`src/rtl/fimm_pkg.sv`:
```
// Package fimm_pkg
// Purpose : shared encodings for the predicated immediate copy unit.
// Assumes : the fixed opcode fields are those of the 32-bit word layout
//           decoded in fimm_decode.
package fimm_pkg;

    typedef enum logic [1:0] {
        SZ_RSVD   = 2'b00,
        SZ_HALF   = 2'b01,
        SZ_SINGLE = 2'b10,
        SZ_DOUBLE = 2'b11
    } esize_e;

    typedef struct packed {
        logic       hit;    // fixed fields match
        esize_e     size;   // element size code
        logic [3:0] pg;     // predicate register number
        logic [7:0] imm;    // packed constant
        logic [4:0] zd;     // destination register number
    } fields_t;

    localparam logic [7:0] OPC_HI  = 8'b0000_0101;
    localparam logic [1:0] OPC_MID = 2'b01;
    localparam logic [2:0] OPC_LO  = 3'b110;

endpackage

```
`src/rtl/fimm_decode.sv`:
```
// Module  : fimm_decode
// Purpose : splits the instruction word into its fields and flags whether
//           the fixed opcode bits match.
// Assumes : purely combinational; the caller qualifies the result with valid.
module fimm_decode
    import fimm_pkg::*;
(
    input  logic [31:0] instr,
    output fields_t     fields
);

    // Field extraction and opcode comparison.
    always_comb begin
        fields.hit  = (instr[31:24] == OPC_HI) &&
                      (instr[21:20] == OPC_MID) &&
                      (instr[15:13] == OPC_LO);
        fields.size = esize_e'(instr[23:22]);
        fields.pg   = instr[19:16];
        fields.imm  = instr[12:5];
        fields.zd   = instr[4:0];
    end

endmodule

```
`src/rtl/fimm_expand.sv`:
```
// Module  : fimm_expand
// Purpose : widens the 8-bit packed constant into one IEEE format of
//           EXPW exponent bits and FRACW fraction bits.
// Assumes : EXPW >= 3 and FRACW >= 4; combinational.
module fimm_expand #(
    parameter int EXPW  = 5,
    parameter int FRACW = 10,
    localparam int W    = 1 + EXPW + FRACW
) (
    input  logic [7:0]   imm,
    output logic [W-1:0] value
);

    localparam int REP = EXPW - 3;
    localparam int PAD = FRACW - 4;

    // Sign, replicated exponent and zero-padded fraction.
    always_comb begin
        value = {imm[7], ~imm[6], {REP{imm[6]}}, imm[5:4],
                 imm[3:0], {PAD{1'b0}}};
    end

endmodule

```
`src/rtl/fimm_merge.sv`:
```
// Module  : fimm_merge
// Purpose : for one element width, writes VALUE into each element whose
//           governing predicate bit is set and keeps the others.
// Assumes : VLEN is a multiple of ESIZE, ESIZE is a multiple of 8, and the
//           predicate has one bit per byte.
module fimm_merge #(
    parameter int VLEN  = 256,
    parameter int ESIZE = 16,
    localparam int PLEN = VLEN / 8
) (
    input  logic [VLEN-1:0]  dst,
    input  logic [PLEN-1:0]  pred,
    input  logic [ESIZE-1:0] value,
    output logic [VLEN-1:0]  merged
);

    localparam int NELEM  = VLEN / ESIZE;
    localparam int PSTEP  = ESIZE / 8;

    // Only every PSTEP-th predicate bit governs; the rest are ignored.
    logic unused_pred;
    assign unused_pred = ^pred;

    for (genvar e = 0; e < NELEM; e++) begin : g_elem
        // Per-element select between the constant and the old contents.
        assign merged[e*ESIZE +: ESIZE] = pred[e*PSTEP] ? value
                                                        : dst[e*ESIZE +: ESIZE];
    end

endmodule

```
`src/rtl/fimm_copy_unit.sv`:
```
// Module  : fimm_copy_unit
// Purpose : decodes a predicated floating-point immediate copy, widens the
//           constant to the coded element size, merges it into the
//           destination vector and registers the result with one cycle
//           of latency.
// Assumes : VLEN is a multiple of 128; pred has one bit per vector byte;
//           synchronous active-low reset.
module fimm_copy_unit
    import fimm_pkg::*;
#(
    parameter int VLEN  = 256,
    localparam int PLEN = VLEN / 8
) (
    input  logic            clk,
    input  logic            rst_n,
    input  logic            in_valid,
    input  logic [31:0]     instr,
    input  logic [VLEN-1:0] dst_vec,
    input  logic [PLEN-1:0] pred,
    output logic            out_valid,
    output logic            out_wen,
    output logic            out_undef,
    output logic [VLEN-1:0] out_vec,
    output logic [4:0]      out_zd,
    output logic [3:0]      out_pg
);

    fields_t         fld;
    logic [15:0]     val_h;
    logic [31:0]     val_s;
    logic [63:0]     val_d;
    logic [VLEN-1:0] mrg_h;
    logic [VLEN-1:0] mrg_s;
    logic [VLEN-1:0] mrg_d;
    logic [VLEN-1:0] mrg_sel;
    logic            wr_ok;
    logic            rsvd;

    fimm_decode u_dec (.instr(instr), .fields(fld));

    fimm_expand #(.EXPW(5),  .FRACW(10)) u_exp_h (.imm(fld.imm), .value(val_h));
    fimm_expand #(.EXPW(8),  .FRACW(23)) u_exp_s (.imm(fld.imm), .value(val_s));
    fimm_expand #(.EXPW(11), .FRACW(52)) u_exp_d (.imm(fld.imm), .value(val_d));

    fimm_merge #(.VLEN(VLEN), .ESIZE(16)) u_mrg_h
        (.dst(dst_vec), .pred(pred), .value(val_h), .merged(mrg_h));
    fimm_merge #(.VLEN(VLEN), .ESIZE(32)) u_mrg_s
        (.dst(dst_vec), .pred(pred), .value(val_s), .merged(mrg_s));
    fimm_merge #(.VLEN(VLEN), .ESIZE(64)) u_mrg_d
        (.dst(dst_vec), .pred(pred), .value(val_d), .merged(mrg_d));

    // Classify the word and pick the merge for its element size.
    always_comb begin
        rsvd  = fld.hit && (fld.size == SZ_RSVD);
        wr_ok = fld.hit && (fld.size != SZ_RSVD);
        unique case (fld.size)
            SZ_HALF:   mrg_sel = mrg_h;
            SZ_SINGLE: mrg_sel = mrg_s;
            SZ_DOUBLE: mrg_sel = mrg_d;
            default:   mrg_sel = dst_vec;
        endcase
    end

    // Output register: strobes follow valid, data loads only on valid.
    always_ff @(posedge clk) begin
        if (!rst_n) begin
            out_valid <= 1'b0;
            out_wen   <= 1'b0;
            out_undef <= 1'b0;
            out_vec   <= '0;
            out_zd    <= '0;
            out_pg    <= '0;
        end else begin
            out_valid <= in_valid;
            out_wen   <= in_valid && wr_ok;
            out_undef <= in_valid && rsvd;
            if (in_valid) begin
                out_vec <= wr_ok ? mrg_sel : dst_vec;
                out_zd  <= fld.zd;
                out_pg  <= fld.pg;
            end
        end
    end

endmodule

```
`config.mk`:
```
export PLATFORM = sky130hd
export DESIGN_NAME = fimm_copy_unit
export DESIGN_NICKNAME = d
export VERILOG_FILES = /design/src/rtl/fimm_pkg.sv /design/src/rtl/fimm_decode.sv /design/src/rtl/fimm_expand.sv /design/src/rtl/fimm_merge.sv /design/src/rtl/fimm_copy_unit.sv
export SDC_FILE = /design/constraint.sdc
export NUM_CORES = 1
export LEC_CHECK = 0
export BUFFER_PORTS_ARGS = -buffer_cell sky130_fd_sc_hd__clkbuf_2
export CORE_AREA = 4 4 228 230
export CTS_CLUSTER_DIAMETER = 60
export DETAILED_ROUTE_END_ITERATION = 10
export DIE_AREA = 0 0 232 234
export PLACE_DENSITY = 0.56
export SYNTH_ARGS = -nofsm -noshare
export SYNTH_HDL_FRONTEND = slang
export SYNTH_SLANG_ARGS = --single-unit
```
`constraint.sdc`:
```
create_clock -name clk -period 2.1 [get_ports clk]
set_clock_uncertainty 0.05 [all_clocks]
set_input_delay 0.315 -clock clk [delete_from_list [all_inputs] [get_ports clk]]
set_output_delay 0.315 -clock clk [all_outputs]
set_load 0.01 [all_outputs]
```
==> impl_metrics.json <==
{
  "final_cell_mix": "clkbuf_2, dfxtp_1, o21ai_0, dlygate4sd3_1, nand2_1",
  "die_area_sq_um": 54300,
  "crit_type": "primary input to register",
  "clkPwrFrac_pct": 43.4,
  "fp.dieH_um": 234,
  "required_ns": 2.45,
  "clk_latency_ns": 0.55,
  "drc_errors": 0,
  "vias": 16646,
  "n_fill_cell": 5047,
  "wirelength_um": 76500,
  "hold_buffers": 237,
  "power.internal_mw": 10.4,
  "cts_resized": 0,
  "crit_slowest_cell": "nand2_1",
  "ys_ff_latch": 268,
  "antenna_left": 0,
  "wl_per_cell_um": 24.1,
  "path_clk_slew_ns": 0.06,
  "die_w_um": 232,
  "hold_ws_ns": 0.0221,
  "root_buffer": "clkbuf_16",
  "drt-initial-drc-count": 1233,
  "rows": 82,
  "antenna_found_initial": 10,
  "clock_path_buffers": 3,
  "period_share_pct": 94.6,
  "hold_viol": 0,
  "cts_buffers": 39,
  "hpwl_um": 56100,
  "cap_violations": 0,
  "end_kind": "register",
  "synth_edf_count": 0,
  "fmax_mhz": 504,
  "critical-path-top-delay-family": "simple AND/OR/NAND/NOR gates",
  "grt_pass1_wl_um": 109000,
  "cp_slowest_stage_delay_ns": 0.39,
  "grt_overflow_total": 0,
  "cts_tree": "built",
  "cts_setup_buffers": 0,
  "syn_area_per_cell_sq_um": 7.83,
  "cts.sinks": 268,
  "critPathMaxFanout": 7,
  "grt_use_total_pct": 26.6,
  "min_period_ns": 1.99,
  "drive_gt1_share_pct": 33.8,
  "initial_core_util_pct": 25.1,
  "arrival_ns": 2.33,
  "drv_slew": 0,
  "rsz0062_at_grt": "no",
  "crit_chain": "clkbuf_2 -> or2_0 -> buf_4 -> nor4_4 -> buf_4 -> nand2_1 -> buf_4 -> nand2_1 -> a31oi_1",
  "synth_cell_type_count": 55,
  "nNetsFinal": 2796,
  "relSlewSlack_pct": 46.8,
  "yosys_warnings": 0,
  "netSwitchingFraction_pct": 29.3,
  "tightest_slew_ns": 0.797,
  "hold_class": "primary input to register",
  "netlist_area_sq_um": 12500,
  "pin_count": 591,
  "yosys_most_used_dff": "dfxtp_1",
  "fin_area_sq_um": 21000,
  "synth_cells": 1596,
  "area_growth_pct": 67.8,
  "grt_pass1_vias": 16343,
  "crit_path_start_kind": "primary input",
  "cellLeakagePower_nw": 9.58,
  "dr.pass1.iters": 6,
  "pwr-share-comb_pct": 18.3,
  "worst-path-buf-inv": 4,
  "final_common_cell": "clkbuf_2",
  "via_per_inst": 5.24,
  "placed_area_sq_um": 17400,
  "io_buffer_count": 574,
  "status": "complete, no violations",
  "syn-num-nets": 1919,
  "pwr-share-seq_pct": 38.2,
  "ir_worst_vdd_v": 0.000507,
  "finalWeightedCongestion": 0.916,
  "async_flop_share_pct": 0,
  "power_density_nw_per_um2": 700,
  "yosysSeqAreaShare_pct": 42.9,
  "grt_max_degree": 176,
  "p_switching_mw": 4.30,
  "final.setup.tns_ns": 0,
  "setup_viol": 0,
  "cp_common_cell": "buf_4",
  "core_sq_um": 49900,
  "ctsHtreeMaxLevel": 2
}
[path summary, 6_finish.rpt]
path	slack, ns	depth (start not counted)	from	to
worst min-delay path	0.02	3	dst_vec[183]	out_vec[183]
worst max-delay path	0.11	9	instr[13]	out_vec[50]
worst max register to register	1.25	2	out_vec[111]	out_vec[111]
worst min register to register	0.40	2	out_vec[206]	out_vec[206]
[flip-flops by register name, indices dropped and copies added, names as in the netlist]
name       cells
out_zd         5
out_vec      256
out_undef      1
out_wen        1
out_valid      1
out_pg         4
[Yosys cell counts, drive strengths merged, types with 14 or more instances]
| cell | count | area [sq um] |
|---|---|---|
| mux2i | 22 | 220 |
| o22ai | 21 | 131 |
| a32oi | 18 | 158 |
| nand2 | 214 | 803 |
| a21boi | 48 | 360 |
| nor2 | 93 | 352 |
| o211ai | 14 | 105 |
| nand3 | 102 | 510 |
| nor3 | 15 | 85.1 |
| nor2b | 19 | 119 |
| a21oi | 111 | 556 |
| a221oi | 61 | 534 |
| clkbuf | 144 | 542 |
| buf | 23 | 111 |
| dfxtp | 268 | 5370 |
| a31oi | 57 | 357 |
| inv | 17 | 63.8 |
| o21ai | 237 | 1190 |
[final cells by class]
class                      count  area, sq um  share of cell area (%)
clock buffer                  48         1060                    5.05
inverter                      17         66.3                   0.316
multi-input combinational   1144         6470                    30.8
timing repair buffer        1003         6990                    33.3
tap                          672          841                    4.01
sequential                   268         5370                    25.6
antenna                        8         20.0                  0.0955
clock inverter                15          158                   0.752
[layer usage]
layer,vias up,track usage (%),part of all wire [%]
li1,7602,-,-
met3,168,5.83,8.0
met5,-,0,0.026
met4,2,8.74,3.6
met2,869,44.7,47
met1,8005,33.9,41
[stage by stage]
stage	utilization, %	setup WS [ns]	total power [mW]	cells
after floorplan	-	0.00164	6.71	1596
after global placement	34.8	-0.385	7.96	2867
after detailed placement	34.8	-0.381	7.99	2867
after CTS	42.0	0.195	14.8	3167
after global routing	42.0	0.0719	15.2	3173
final	42.0	0.114	14.7	3175
[kinds of logic after synthesis]
group           after synthesis  synth area share [%]
compound gates              631                  31.5
simple gates                490                  18.0
flops                       268                  42.9
buf+inv                     184                  5.74
mux                          23                  1.85
[power by group through the flow]
stage / clock (mW) / sequential (mW) / combinational (mW)
after CTS: 6.51 / 5.60 / 2.66
final: 6.37 / 5.61 / 2.69
after global routing: 6.71 / 5.64 / 2.89
after detailed placement: 0 / 5.70 / 2.28
after floorplan: 0 / 5.83 / 0.875
after global placement: 0 / 5.69 / 2.27
[worst min-delay path: stages]
cell and delay, ns:
clkbuf_2 0.09, a221oi_1 0.07, nor2_1 0.10
No activity file was read; power rests on OpenSTA's default activity.
